--- src/rtl/rst_phase_pkg.sv ---
package rst_phase_pkg;

  localparam int NUM_PHASES = 12;
  localparam int NUM_LEVELS = 7;

  typedef enum logic [3:0] {
    PH_F0   = 4'd0,  PH_F1  = 4'd1,  PH_F2  = 4'd2,  PH_F3 = 4'd3,
    PH_F4   = 4'd4,  PH_F5  = 4'd5,  PH_F6  = 4'd6,  PH_F7 = 4'd7,
    PH_F8   = 4'd8,  PH_F9  = 4'd9,  PH_F10 = 4'd10, PH_F11 = 4'd11,
    PH_DEST = 4'd12, PH_DONE = 4'd13
  } phase_e;

  typedef enum logic [1:0] {
    KIND_NONE  = 2'd0,
    KIND_POWER = 2'd1,
    KIND_DESTR = 2'd2,
    KIND_FUNCT = 2'd3
  } kind_e;

  // strobes from control to datapath
  typedef struct packed {
    logic  cntClr;
    logic  cntRun;
    logic  cntSafe;
    logic  kindLoad;
    kind_e kindVal;
  } strobe_t;

endpackage

--- src/rtl/rst_phase_ctrl.sv ---
module rst_phase_ctrl
  import rst_phase_pkg::*;
(
  input  logic    clk,
  input  logic    porAny,
  input  logic    destReq,
  input  logic    funcReq,
  input  logic    flashAck,
  input  logic    dcfDone,
  input  logic    trimDone,
  input  logic    dbgEnable,
  input  logic    dbgAck,
  input  logic    pinLevel,
  input  logic    cntDone,
  output phase_e  phase,
  output strobe_t strb
);

  phase_e nextPhase;
  logic   releaseOk;

  assign releaseOk = pinLevel && (!dbgEnable || dbgAck);

  always_comb begin
    nextPhase    = phase;
    strb         = '0;
    strb.cntRun  = (phase == PH_DEST) || (phase == PH_F7);
    strb.cntSafe = (phase == PH_F7);
    if (destReq) begin
      nextPhase     = PH_DEST;
      strb.cntClr   = 1'b1;
      strb.kindLoad = 1'b1;
      strb.kindVal  = KIND_DESTR;
    end else if (funcReq) begin
      nextPhase     = PH_F0;
      strb.kindLoad = 1'b1;
      strb.kindVal  = KIND_FUNCT;
    end else begin
      case (phase)
        PH_DEST: if (cntDone) nextPhase = PH_F0;
        PH_F6: begin
          nextPhase   = PH_F7;
          strb.cntClr = 1'b1;
        end
        PH_F7:   if (cntDone)   nextPhase = PH_F8;
        PH_F8:   if (flashAck)  nextPhase = PH_F9;
        PH_F9:   if (dcfDone)   nextPhase = PH_F10;
        PH_F10:  if (trimDone)  nextPhase = PH_F11;
        PH_F11:  if (releaseOk) nextPhase = PH_DONE;
        PH_DONE: nextPhase = PH_DONE;
        default: nextPhase = phase_e'(phase + 4'd1);
      endcase
    end
  end

  always_ff @(posedge clk) begin
    if (porAny) phase <= PH_DEST;
    else        phase <= nextPhase;
  end

endmodule

--- src/rtl/rst_phase_dp.sv ---
module rst_phase_dp
  import rst_phase_pkg::*;
#(
  parameter int DEST_LEN    = 8,
  parameter int SAFE_CYCLES = 64
) (
  input  logic    clk,
  input  logic    porAny,
  input  strobe_t strb,
  output logic    cntDone,
  output kind_e   lastKind
);

  localparam int MAXLEN = (DEST_LEN > SAFE_CYCLES) ? DEST_LEN : SAFE_CYCLES;
  localparam int CW     = $clog2(MAXLEN + 1);
  localparam logic [CW-1:0] DEST_LAST = CW'(DEST_LEN - 1);
  localparam logic [CW-1:0] SAFE_LAST = CW'(SAFE_CYCLES - 1);

  logic [CW-1:0] cnt;
  logic [CW-1:0] cntLast;

  assign cntLast = strb.cntSafe ? SAFE_LAST : DEST_LAST;
  assign cntDone = strb.cntRun && (cnt == cntLast);

  always_ff @(posedge clk) begin
    if (porAny || strb.cntClr) cnt <= '0;
    else if (strb.cntRun)      cnt <= cnt + 1'b1;
  end

  always_ff @(posedge clk) begin
    if (porAny)             lastKind <= KIND_POWER;
    else if (strb.kindLoad) lastKind <= strb.kindVal;
  end

endmodule

--- src/rtl/rst_phase_decode.sv ---
module rst_phase_decode
  import rst_phase_pkg::*;
(
  input  phase_e                  phase,
  output logic [NUM_PHASES-1:0]   phaseOneHot,
  output logic [NUM_LEVELS-1:0]   ctrlLevel,
  output logic                    destRst,
  output logic                    funcRst,
  output logic                    flashReq,
  output logic                    dcfStart,
  output logic                    trimStart,
  output logic                    pinDrive,
  output logic                    seqDone
);

  logic [3:0] idx;
  logic       inFunc;

  assign idx    = phase;
  assign inFunc = (idx <= 4'(NUM_PHASES - 1));

  for (genvar i = 0; i < NUM_PHASES; i++) begin : g_onehot
    assign phaseOneHot[i] = (idx == 4'(i));
  end

  for (genvar k = 0; k < NUM_LEVELS; k++) begin : g_level
    assign ctrlLevel[k] = inFunc && (idx >= 4'(k));
  end

  assign destRst   = (phase == PH_DEST);
  assign funcRst   = (phase == PH_F7);
  assign flashReq  = (phase == PH_F8);
  assign dcfStart  = (phase == PH_F9);
  assign trimStart = (phase == PH_F10);
  assign pinDrive  = destRst || (idx <= 4'd10);
  assign seqDone   = (phase == PH_DONE);

endmodule

--- src/rtl/rst_phase_seq.sv ---
module rst_phase_seq
  import rst_phase_pkg::*;
#(
  parameter int NUM_POR     = 3,
  parameter int DEST_LEN    = 8,
  parameter int SAFE_CYCLES = 64
) (
  input  logic               clk,
  input  logic [NUM_POR-1:0] porSrc,
  input  logic               destReq,
  input  logic               funcReq,
  input  logic               flashAck,
  input  logic               dcfDone,
  input  logic               trimDone,
  input  logic               dbgEnable,
  input  logic               dbgAck,
  input  logic               pinLevel,
  output logic [11:0]        phaseOneHot,
  output logic               destRst,
  output logic               memIsolate,
  output logic               monMask,
  output logic               xbarOff,
  output logic               clkFallback,
  output logic               divDefault,
  output logic               pllOff,
  output logic               oscOff,
  output logic               syncClkEn,
  output logic               funcRst,
  output logic               flashReq,
  output logic               dcfStart,
  output logic               trimStart,
  output logic               pinDrive,
  output logic               seqDone,
  output logic [1:0]         lastKind
);

  logic                  porAny;
  phase_e                phase;
  strobe_t               strb;
  logic                  cntDone;
  kind_e                 kind;
  logic [NUM_LEVELS-1:0] ctrlLevel;

  assign porAny = |porSrc;

  rst_phase_ctrl u_ctrl (
    .clk(clk), .porAny(porAny), .destReq(destReq), .funcReq(funcReq),
    .flashAck(flashAck), .dcfDone(dcfDone), .trimDone(trimDone),
    .dbgEnable(dbgEnable), .dbgAck(dbgAck), .pinLevel(pinLevel),
    .cntDone(cntDone), .phase(phase), .strb(strb)
  );

  rst_phase_dp #(.DEST_LEN(DEST_LEN), .SAFE_CYCLES(SAFE_CYCLES)) u_dp (
    .clk(clk), .porAny(porAny), .strb(strb), .cntDone(cntDone), .lastKind(kind)
  );

  rst_phase_decode u_dec (
    .phase(phase), .phaseOneHot(phaseOneHot), .ctrlLevel(ctrlLevel),
    .destRst(destRst), .funcRst(funcRst), .flashReq(flashReq),
    .dcfStart(dcfStart), .trimStart(trimStart), .pinDrive(pinDrive),
    .seqDone(seqDone)
  );

  assign memIsolate  = ctrlLevel[0];
  assign monMask     = ctrlLevel[0];
  assign xbarOff     = ctrlLevel[1];
  assign clkFallback = ctrlLevel[2];
  assign divDefault  = ctrlLevel[3];
  assign pllOff      = ctrlLevel[4];
  assign oscOff      = ctrlLevel[5];
  assign syncClkEn   = ctrlLevel[6];
  assign lastKind    = kind;

endmodule

--- config.mk ---
export PLATFORM = sky130hd
export DESIGN_NAME = rst_phase_seq
export DESIGN_NICKNAME = d
export VERILOG_FILES = /design/src/rtl/rst_phase_pkg.sv /design/src/rtl/rst_phase_ctrl.sv /design/src/rtl/rst_phase_dp.sv /design/src/rtl/rst_phase_decode.sv /design/src/rtl/rst_phase_seq.sv
export SDC_FILE = /design/constraint.sdc
export NUM_CORES = 1
export LEC_CHECK = 0
export ABC_CLOCK_PERIOD_IN_PS = 2060
export BUFFER_PORTS_ARGS = -buffer_cell sky130_fd_sc_hd__buf_2
export CORE_MARGIN = 2
export CORE_UTILIZATION = 25
export DETAILED_ROUTE_END_ITERATION = 6
export PLACE_DENSITY_LB_ADDON = 0.25
export SLEW_MARGIN = 10
export SYNTH_ARGS = -nofsm -noshare
export SYNTH_HDL_FRONTEND = slang
export SYNTH_SLANG_ARGS = --single-unit
--- constraint.sdc ---
create_clock -name clk -period 2.06 [get_ports clk]
set_input_delay 0.412 -clock clk [delete_from_list [all_inputs] [get_ports clk]]
set_output_delay 0.412 -clock clk [all_outputs]
set_load 0.02 [all_outputs]
=== Yosys cells after proc, flatten, opt, wreduce, memory -nomap -nowiden ===
Cells that the tools add are included.

* Register bits: 13

* Multiplexer cells: 14
* Magnitude comparators: 9
* Reduce and logical (&&, ||, !) cells: 20
* Add/subtract/negate cells: 2
* Equal/unequal tests: 26

{| class="wikitable"
|+ Operator list
! kind !! count
|-
| $pmux 4 s8 || 1
|-
| $mux 4 || 7
|-
| $eq 4x4->1 const B || 6
|-
| $eq 4x3->1 const B || 4
|-
| $ge 4x3->1 const B || 3
|-
| $ne 3x3->1 const B || 4
|-
| $reduce_and 6->1 || 2
|-
| $logic_and 1x1->1 || 9
|-
| $eq 4x2->1 const B || 2
|-
| $ge 4x1->1 const B || 2
|-
| $ge 4x2->1 const B || 2
|-
| $le 4x4->1 const B || 2
|-
| $ne 2x2->1 const B || 4
|-
| $add 7x1->7 const B || 1
|-
| $eq 7x7->1 || 1
|-
| $mux 3 || 2
|-
| $mux 6 || 1
|-
| $ne 3x2->1 const B || 2
|-
| $reduce_or 5->1 || 1
|-
| $add 4x1->4 const B || 1
|-
| $eq 4x1->1 const B || 1
|-
| $logic_not 4->1 || 1
|-
| $logic_or 1x1->1 || 4
|-
| $ne 2x1->1 const B || 2
|-
| 4 further kinds || 6
|}

=== Depth between registers and ports, before layout ===
Gate-level depths: netlist (run 1).

* Depth after elaboration: 7
* Depth in mapped cells: 9

=== By module ===
From an unflattened synthesis (run 1), not the netlist that was laid out.

* Cells, all modules: 148
* Area, all modules: 1214.9 um^2

{| class="wikitable"
|+ Modules (own cells, without submodules)
! module !! times used !! cells an instance !! area each (um^2) !! seq. area each (um^2)
|-
| rst_phase_ctrl || 1 || 65 || 553.0 || 80.1
|-
| rst_phase_dp || 1 || 42 || 389.1 || 180.2
|-
| rst_phase_decode || 1 || 39 || 259.0 || 0.0
|-
| rst_phase_seq || 1 || 2 || 13.8 || 0.0
|}

=== Worst setup path before layout (run 1) ===
Ideal clock, no wire load.

* Kind: register to register
* From: register u_ctrl.phase[3]
* To: register u_ctrl.phase[3]
* Cell stages (with the launch flop): 10
* Setup slack: 0.089 ns
* Setup time: 0.125 ns
* Data arrival time: 1.846 ns
* Required time: 1.935 ns
* Cells stage by stage: dfxtp_1 > clkbuf_2 > inv_1 > ha_1 > nand2_1 > inv_1 > o31a_1 > or2_4 > o41ai_2 > nand2_1

* Cells in the longest elaborated chain, start to end: 6
* Elaborated cells on any way between the ends: 22
* Those cells by class: 1 x add/sub; 15 x eq/ne; 3 x mux; 3 x reduce/logical

{| class="wikitable"
|+ RTL lines
! element !! line !! source
|-
| from (decl) || rst_phase_ctrl.sv:15 || <nowiki>output phase_e phase,</nowiki>
|-
| from (signal assigned) || rst_phase_ctrl.sv:58 || <nowiki>else phase <= nextPhase;</nowiki>
|-
| $eq 4x3->1 * || -- ||
|-
| via funcRst || rst_phase_seq.sv:28 || <nowiki>output logic funcRst,</nowiki>
|-
| $mux 6 || rst_phase_dp.sv:22 || <nowiki>assign cntLast = strb.cntSafe ? SAFE_LAST : DEST_LAST;</nowiki>
|-
| $eq 7x7->1 || rst_phase_dp.sv:23 || <nowiki>assign cntDone = strb.cntRun && (cnt == cntLast);</nowiki>
|-
| $logic_and 1x1->1 || rst_phase_dp.sv:23 ||
|-
| $ne 3x3->1 (no source line) / $ne 3x2->1 (equally long branches) || -- ||
|-
| $reduce_and 6->1 (no source line) || -- ||
|}

Mark *: on every way through the listed nets, which the timed path passes. The rest lies on a longest branch.
A chain may end at the register's enable or synchronous reset.

=== Worst setup path in the final report (run 1) ===
* From: register u_ctrl.phase[2]
* To: output pinDrive

* Cells in the longest elaborated chain, start to end: 2
* Elaborated cells on any way between the ends: 3
* Those cells by class: 1 x order compare; 1 x eq/ne; 1 x reduce/logical

{| class="wikitable"
|+ RTL lines
! element !! line !! source
|-
| $le 4x4->1 / $eq 4x4->1 (equally long branches) || rst_phase_decode.sv:35, rst_phase_decode.sv:30 ||
|-
| $logic_or 1x1->1 * || rst_phase_decode.sv:35 || <nowiki>assign pinDrive = destRst || (idx <= 4'd10);</nowiki>
|-
| to (decl) || rst_phase_seq.sv:32 || <nowiki>output logic pinDrive,</nowiki>
|}

Every way passes the cells marked *; elsewhere a longest branch is shown, timed or not.

==> impl_metrics.json, run 1 <==
{
  "outcome": "completed",
  "slew_violations": 0,
  "cts.sinks": 13,
  "drt_wl_total_mm": 3.12,
  "grt_pass1_vias": 1109,
  "gp_congestion": 0.815,
  "clk_latency_ns": 0.24,
  "setup_ws_ns": 0.0688,
  "relSlewSlack_pct": 72.6,
  "setup_violations": 0,
  "grt.overflow.total": 0,
  "maxUsedRoutingLayer": "met4",
  "path_clk_slew_ns": 0.05,
  "hpwl_mm": 2.58,
  "area_delta_synth_final_pct": 32.7,
  "postSynthCellCount": 151,
  "worst_hold_path_type": "in -> reg",
  "cap_violations": 0,
  "leakage_nw": 0.750,
  "drt-met1-wl_mm": 1.48,
  "fmax_ghz": 0.502,
  "worst_slew_pin_slew_ns": 0.407,
  "n_antenna_cell": 0,
  "syn-num-nets": 173,
  "grt_pass1_wl_mm": 5.13,
  "arrival_ns": 1.58,
  "p_per_area_nw_per_um2": 378,
  "grt_max_degree": 10,
  "cp.required_ns": 1.65,
  "dr.pass1.iters": 4,
  "finalHoldViolCount": 0,
  "fp-row-count": 24,
  "cts_root_buf": "clkbuf_8",
  "htreeDepth": 1,
  "synth_cell_type_count": 42,
  "synth-seq-area-share_pct": 22.9,
  "die_area_sq_um": 5110,
  "period_minus_slack_ns": 1.99,
  "drc_errors": 0,
  "nFillCells": 489,
  "ios": 41,
  "synth_top_area_share_pct": 22.9,
  "cts_made_buffers": 3,
  "worstSetupPathType": "reg -> out",
  "core_region_area_sq_um": 4380,
  "initial_core_util_pct": 26.0,
  "dr_wl_met2_mm": 1.48,
  "critical_path.max_fanout": 6,
  "antenna_found_initial": 0,
  "ys_warn_count": 0,
  "ir_worst_vdd_mv": 0.257,
  "die_y_um": 71.5,
  "post_cts_buffers": 0,
  "routed-wl-met3_um": 147,
  "synth_area_leaders": "dfxtp_1 (23%), ha_1 (11%), nand2_1 (5.6%), a21oi_1 (5.3%), inv_1 (4.3%)",
  "ys_ff_latch": 13,
  "p_total_w": 0.000571,
  "clk_path_buf_depth": 2,
  "fin_skew_ns": 0.00460,
  "start_kind": "flip-flop",
  "synth_top_area_cell": "dfxtp_1",
  "hold_buffers": 0,
  "tns_ns": 0,
  "avgSynthCellArea_sq_um": 7.54,
  "end_kind": "output pin",
  "cts_tree": "yes",
  "die_w_um": 71.5,
  "drive_gt1_share_pct": 35.3,
  "finalCritPeriodShare_pct": 96.7,
  "final_net_count": 224,
  "place_ws_ns": 0.0577,
  "drt_iter0_drc": 43,
  "syn_area_sq_um": 1140,
  "wl_per_cell_um": 12.3,
  "drtAntennaViolNets": 0,
  "portBuffers": 40,
  "vias": 1184,
  "rsz0062_at_grt": "false",
  "routed_via_density": 4.68,
  "globalRouteTotalUtil_pct": 12.4
}
final timing paths:
| path | from | to | slack (ns) | depth (start not counted) |
|---|---|---|---|---|
| setup / recovery | u_ctrl.phase[2]$_SDFFE_PP1P_ | pinDrive | 0.07 | 6 |
| hold / removal | porSrc[2] | u_ctrl.phase[2]$_SDFFE_PP1P_ | 0.40 | 3 |
| setup reg to reg | u_ctrl.phase[0]$_SDFFE_PP0P_ | u_ctrl.phase[3]$_SDFFE_PP1P_ | 0.20 | 8 |
| hold reg to reg | u_dp.cnt[1]$_SDFFE_PP0P_ | u_dp.cnt[1]$_SDFFE_PP0P_ | 0.48 | 2 |
kinds of logic (layout without fill, tap and decap cells):
family	Yosys count	count (layout)	share of synthesized area [%]
simple gates	68	68	32.8
fa+ha+maj	10	10	11.0
flops	13	13	22.9
xor+xnor	7	7	5.38
compound gates	32	32	18.7
buf+inv	21	71	9.34
registers in the layout, summed over array words and instances, names as in the netlist:
signal and count:
u_ctrl.phase 4, u_dp.cnt 7, u_dp.lastKind 2
cell type report:
cell class                 instances  area (sq um)  share of cell area (%)
tap                               52          65.1                    4.30
inverter                          13          48.8                    3.23
timing repair buffer              54           305                    20.2
clock buffer                       4          45.0                    2.98
sequential                        13           265                    17.5
multi-input combinational        117           782                    51.7
placed cells by master (no fill, tap or decap), types with 3 or more instances in the layout:
master,n
a21oi_1,12
and2_1,6
buf_2,40
buf_4,14
clkbuf_8,3
dfxtp_1,9
dfxtp_2,4
ha_1,7
ha_2,3
inv_1,13
nand2_1,16
nand2b_1,6
nand3_1,4
nand4_1,3
nor2_1,13
nor3_1,8
o21ai_0,5
xor2_1,5
worst max-delay path: stages (launching register included):
cell and delay, ns:
dfxtp_2 0.37, inv_1 0.09, ha_2 0.22, buf_4 0.13, a21oi_1 0.06, or3_1 0.30, buf_2 0.16
power by group:
group | internal (W) | switching [W]
registers | 0.000255 | 0.00000316
logic | 0.0000375 | 0.0000486
clock network | 0.000137 | 0.0000905
through the flow:
step | area (sq um) | std cells | utilization (%) | hold WS [ns]
global route | 1510 | 253 | 34.5 | 0.399
finish | 1510 | 253 | 34.5 | 0.402
global placement | 1450 | 249 | 33.1 | 0.465
detailed placement | 1450 | 249 | 33.1 | 0.465
floorplan | 1140 | 151 | - | 0.449
CTS | 1510 | 253 | 34.3 | 0.395
timing repair:
item | CTS | global route
setup endpoints to repair | 1 | 2
resized for setup | 5 | 3
pin swaps | 0 | 0
metal layers:
layer | vias to the layer above | global-route usage (%)
li1 | 618 | -
met1 | 531 | 16.1
met2 | 33 | 21.7
met3 | 2 | 1.69
met4 | 0 | 2.52
met5 | - | 0
synthesized netlist by cell type, drive strengths merged:
cell	n
nand2	17
dfxtp	13
inv	13
nor2	13
a21oi	12
ha	10
nor3	9
and2	6
buf	6
nand2b	6
nand3	5
o21ai	5
xor2	5
nand4	3
clkbuf	2
o211ai	2
o31a	2
o41ai	2
or3	2
xnor2	2
a211oi	1
a21boi	1
a21o	1
a22oi	1
a311o	1
a31oi	1
a41oi	1
and3	1
and3b	1
nand3b	1
nor2b	1
nor4	1
nor4bb	1
o2111ai	1
o22ai	1
or2	1
Note: power is estimated with default switching activity, not from simulation.
==> run 2, diff against run 1 <==
CAP_MARGIN = 10   (was unset)
CTS_CLUSTER_DIAMETER = 60   (was unset)
PLACE_DENSITY = 0.52   (was unset)
PLACE_DENSITY_LB_ADDON = unset   (was 0.25)
==> impl_metrics.json, run 2 (same netlist as run 1, synthesis figures left out) <==
{
  "slew_violations": 0,
  "leakage_nw": 0.753,
  "worst_slew_pin_slew_ns": 0.554,
  "wl_per_cell_um": 12.4,
  "worstSetupPathType": "reg -> out",
  "dr.pass1.iters": 4,
  "grt_max_degree": 10,
  "clk_latency_ns": 0.25,
  "finalHoldViolCount": 0,
  "ir_worst_vdd_mv": 0.298,
  "fp-row-count": 24,
  "arrival_ns": 1.58,
  "cts_made_buffers": 3,
  "endpoint": "pinDrive",
  "initial_core_util_pct": 26.0,
  "period_minus_slack_ns": 1.99,
  "reg.largest.list": "u_dp.cnt: 7 flops, u_ctrl.phase: 4 flops, u_dp.lastKind: 2 flops",
  "largest_reg_flops": 7,
  "portBuffers": 40,
  "critical_path.max_fanout": 8,
  "worstRegToRegCells": 7,
  "end_kind": "output pin",
  "n_antenna_cell": 0,
  "cap_violations": 0,
  "final_common_cell": "buf_2",
  "core_region_area_sq_um": 4380,
  "p_per_area_nw_per_um2": 378,
  "setup_violations": 0,
  "place_ws_ns": 0.0901,
  "layout_common_cells": "buf_2 (39), nand2_1 (16), buf_4 (16)",
  "finalCritPeriodShare_pct": 96.7,
  "final_util_pct": 35.1,
  "gp_congestion": 0.784,
  "path_clk_slew_ns": 0.06,
  "outcome": "completed",
  "start_kind": "flip-flop",
  "die_y_um": 71.5,
  "area_delta_synth_final_pct": 35.1,
  "relSlewSlack_pct": 62.7,
  "die_area_sq_um": 5110,
  "fin_skew_ns": 0.00328,
  "drt_iter0_drc": 45,
  "cts_root_buf": "clkbuf_8",
  "startpoint": "u_ctrl.phase[1]$_SDFFE_PP0P_",
  "fmax_ghz": 0.502,
  "critical_path.most_common_cell": "inv_1",
  "htreeDepth": 1,
  "rsz0062_at_grt": "true",
  "drc_errors": 0,
  "globalRouteTotalUtil_pct": 12.6,
  "clk_path_buf_depth": 2,
  "top_register": "u_dp.cnt",
  "hold_buffers": 0,
  "path_cells": "inv_1 > ha_2 > nand2_2 > inv_1 > or3_1 > buf_2",
  "rrSetupSlack_ns": 0.22,
  "ios": 41,
  "post_cts_buffers": 0,
  "cp_slowest_cell": "dfxtp_2",
  "critical-path-max-stage-delay_ns": 0.38,
  "cts.sinks": 13,
  "drtAntennaViolNets": 0,
  "setup_ws_ns": 0.0677,
  "drive_gt1_share_pct": 36.1,
  "die_w_um": 71.5,
  "grt_pass1_vias": 1130,
  "drt_wl_total_mm": 3.14,
  "grt.overflow.total": 0,
  "hpwl_mm": 2.53,
  "cp.required_ns": 1.65,
  "vias": 1203,
  "rr_endpoint": "u_ctrl.phase[3]$_SDFFE_PP1P_",
  "grt_pass1_wl_mm": 5.10,
  "antenna_found_initial": 0,
  "r2r_start": "u_ctrl.phase[1]$_SDFFE_PP0P_",
  "routed_via_density": 4.74,
  "cts_tree": "yes",
  "final_net_count": 225,
  "worst_hold_path_type": "in -> reg"
}
## run 2: repair_timing
action / CTS / global route
pin swaps: 0 / 0
gates resized for setup: 7 / 5
setup endpoints to repair: 5 / 7
## run 2: stage by stage
stage          total power, W  hold slack [ns]  TNS [ns]  instance area [sq um]  instances
2_1_floorplan        0.000314            0.449         0                   1140        151
3_3_place_gp         0.000350            0.462         0                   1460        250
3_5_place_dp         0.000350            0.462         0                   1460        250
4_1_cts              0.000590            0.396         0                   1520        254
5_1_grt              0.000612            0.412   -0.0193                   1540        254
6_report             0.000581            0.406         0                   1540        254
## run 2: worst min-delay path by stage
stage	startpoint	end	slack (ns)	depth (start not counted)
2_1_floorplan	u_dp.cnt[1]$_SDFFE_PP0P_	u_dp.cnt[1]$_SDFFE_PP0P_	0.45	2
3_3_place_gp	u_dp.cnt[1]$_SDFFE_PP0P_	u_dp.cnt[1]$_SDFFE_PP0P_	0.46	2
3_5_place_dp	u_dp.lastKind[1]$_SDFFE_PP0P_	u_dp.lastKind[1]$_SDFFE_PP0P_	0.46	1
4_1_cts	porSrc[2]	u_ctrl.phase[2]$_SDFFE_PP1P_	0.40	3
5_1_grt	destReq	u_dp.lastKind[1]$_SDFFE_PP0P_	0.41	2
6_report	destReq	u_dp.lastKind[0]$_SDFFE_PP1P_	0.41	2
## run 2: critical path: cells and delay by family, from the launching register on
| kind | cells | cell delay (ns) |
|---|---|---|
| adders and majority gates | 1 | 0.22 |
| and+or+nand+nor | 2 | 0.42 |
| buffers and inverters | 3 | 0.30 |
| DFF | 1 | 0.38 |
## run 2: layer usage
layer	global-route usage [%]	wire, um	vias to the layer above
li1	-	-	619
met1	16.4	1510	550
met2	20.5	1440	29
met3	2.11	139	5
met4	5.66	53	0
met5	0	0	-
## run 2: report_power, final
part           internal (W)  switching (W)
combinational     0.0000395      0.0000498
sequential         0.000253     0.00000281
clock              0.000137      0.0000984
total              0.000430       0.000151
## run 2: layout make-up
cell class	count	area, sq um
tap	52	65.1
sequential	13	267
fill	506	2850
clock buffer	4	45.0
multi-input combinational	117	797
inverter	13	48.8
timing repair buffer	55	315
==> run 3, diff against run 2 <==
CTS_BUF_LIST = sky130_fd_sc_hd__clkbuf_4 sky130_fd_sc_hd__clkbuf_8 sky130_fd_sc_hd__clkbuf_16   (was unset)
==> impl_metrics.json, run 3 (same netlist as run 1, synthesis figures left out) <==
{
  "worst_slew_pin_slew_ns": 0.537,
  "rrSetupSlack_ns": 0.22,
  "grt.busiest_layer": "met2",
  "slew_violations": 0,
  "portBuffers": 40,
  "p_switching_w": 0.000152,
  "drt_iter0_drc": 28,
  "die_y_um": 71.5,
  "grt_pass1_vias": 1124,
  "finalHoldViolCount": 0,
  "grt.overflow.total": 0,
  "routed_via_density": 4.75,
  "worstSetupPathType": "reg -> out",
  "grt.met3_usage_pct": 2.11,
  "globalRouteTotalUtil_pct": 12.6,
  "p_total_w": 0.000594,
  "largest_reg_flops": 7,
  "fp-row-count": 24,
  "fmax_ghz": 0.503,
  "fin_skew_ns": 0.00456,
  "clk_path_buf_depth": 2,
  "endpoint": "pinDrive",
  "dr.pass1.iters": 4,
  "relSlewSlack_pct": 63.9,
  "top_register": "u_dp.cnt",
  "wl_per_cell_um": 12.3,
  "hpwl_mm": 2.53,
  "initial_core_util_pct": 26.0,
  "arrival_ns": 1.58,
  "pwr-share-clk_pct": 42.1,
  "cts_tree": "yes",
  "rr_endpoint": "u_ctrl.phase[3]$_SDFFE_PP1P_",
  "drtAntennaViolNets": 0,
  "grt_pass1_wl_mm": 5.11,
  "cts_made_buffers": 3,
  "gp_congestion": 0.784,
  "final_net_count": 225,
  "met2_usage_pct": 20.6,
  "path_clk_slew_ns": 0.06,
  "globalRouteMet1Util_pct": 16.4,
  "reg.largest.list": "u_dp.cnt: 7 flops, u_ctrl.phase: 4 flops, u_dp.lastKind: 2 flops",
  "cp.required_ns": 1.65,
  "r2r_start": "u_ctrl.phase[1]$_SDFFE_PP0P_",
  "p_int_w": 0.000442,
  "outcome": "completed",
  "startpoint": "u_ctrl.phase[1]$_SDFFE_PP0P_",
  "htreeDepth": 1,
  "worstRegToRegCells": 7,
  "finalCritPeriodShare_pct": 96.6,
  "switching_share_pct": 25.7,
  "layout_common_cells": "buf_2 (39), nand2_1 (16), buf_4 (16)",
  "drc_errors": 0,
  "die_area_sq_um": 5110,
  "hold_buffers": 0,
  "final_common_cell": "buf_2",
  "setup_violations": 0,
  "cts.sinks": 13,
  "ios": 41,
  "die_w_um": 71.5,
  "rsz0062_at_grt": "true",
  "grt_max_degree": 10,
  "end_kind": "output pin",
  "clk_latency_ns": 0.25,
  "comb_power_share_pct": 15.1,
  "p_seq_share_pct": 42.9,
  "drt_wl_total_mm": 3.13,
  "worst_hold_path_type": "in -> reg",
  "antenna_found_initial": 0,
  "drive_gt1_share_pct": 36.6,
  "critical_path.max_fanout": 8,
  "core_region_area_sq_um": 4380,
  "period_minus_slack_ns": 1.99,
  "cap_violations": 0,
  "start_kind": "flip-flop",
  "ir_worst_vdd_mv": 0.298,
  "vias": 1207,
  "p_per_area_nw_per_um2": 385,
  "n_antenna_cell": 0,
  "holdWs_ns": 0.404,
  "cts_root_buf": "clkbuf_8",
  "leakage_nw": 0.757,
  "area_delta_synth_final_pct": 35.6
}
[run 3: cell types whose count changed in the layout (fill, tap and decap cells not counted)]
cell / change
dfxtp_2: -1
clkbuf_4: +1
clkbuf_1: -1
dfxtp_4: +1
[run 3: critical path: stages, from the launching register on]
cell and delay [ns]:
dfxtp_2 0.38, inv_1 0.09, ha_2 0.22, nand2_2 0.09, inv_1 0.05, or3_1 0.33
buf_2 0.16
[run 3: cell type report]
| cell class | instances | area (sq um) |
|---|---|---|
| fillers | 503 | 2840 |
| multi-input cells | 117 | 797 |
| repair buffers | 55 | 315 |
| flip-flops and latches | 13 | 269 |
| well taps | 52 | 65.1 |
| clock buffers | 4 | 48.8 |
| inverters | 13 | 48.8 |
[run 3: repair_timing]
item | in CTS | in global routing
resized for setup | 7 | 6
buffers inserted | 0 | 0
endpoints found under the setup margin | 5 | 8
pin swaps | 0 | 1
gates cloned | 0 | 0
[run 3: worst min path at each step]
stage / startpoint / to / slack, ns / cells after the start
after floorplan: u_dp.cnt[1]$_SDFFE_PP0P_ / u_dp.cnt[1]$_SDFFE_PP0P_ / 0.45 / 2
after global placement: u_dp.cnt[1]$_SDFFE_PP0P_ / u_dp.cnt[1]$_SDFFE_PP0P_ / 0.46 / 2
after detailed placement: u_dp.lastKind[1]$_SDFFE_PP0P_ / u_dp.lastKind[1]$_SDFFE_PP0P_ / 0.46 / 1
after CTS: porSrc[2] / u_ctrl.phase[2]$_SDFFE_PP1P_ / 0.40 / 3
after global routing: destReq / u_dp.lastKind[1]$_SDFFE_PP0P_ / 0.41 / 2
final: destReq / u_dp.lastKind[0]$_SDFFE_PP1P_ / 0.40 / 2
[run 3: through the flow]
stage	TNS (ns)	worst slack [ns]	std cells	util (%)	cell area, sq um
CTS	0	0.00714	254	34.7	1520
global route	-0.0187	-0.0187	254	35.2	1540
floorplan	0	0.0893	151	-	1140
finish	0	0.0700	254	35.2	1540
global placement	0	0.131	250	33.3	1460
detailed placement	0	0.0901	250	33.3	1460
[run 3: layer usage]
metal / up-vias / share of wire (%)
li1: 622 / -
met1: 553 / 48
met2: 27 / 46
met3: 5 / 4.2
met4: 0 / 1.7
met5: - / 0
[run 3: power by group through the flow]
stage	clock network [W]	logic, W	registers (W)
floorplan	0	0.0000508	0.000264
global placement	0	0.0000876	0.000263
detailed placement	0	0.0000877	0.000262
CTS	0.000258	0.0000889	0.000257
global route	0.000270	0.0000980	0.000255
finish	0.000250	0.0000895	0.000255
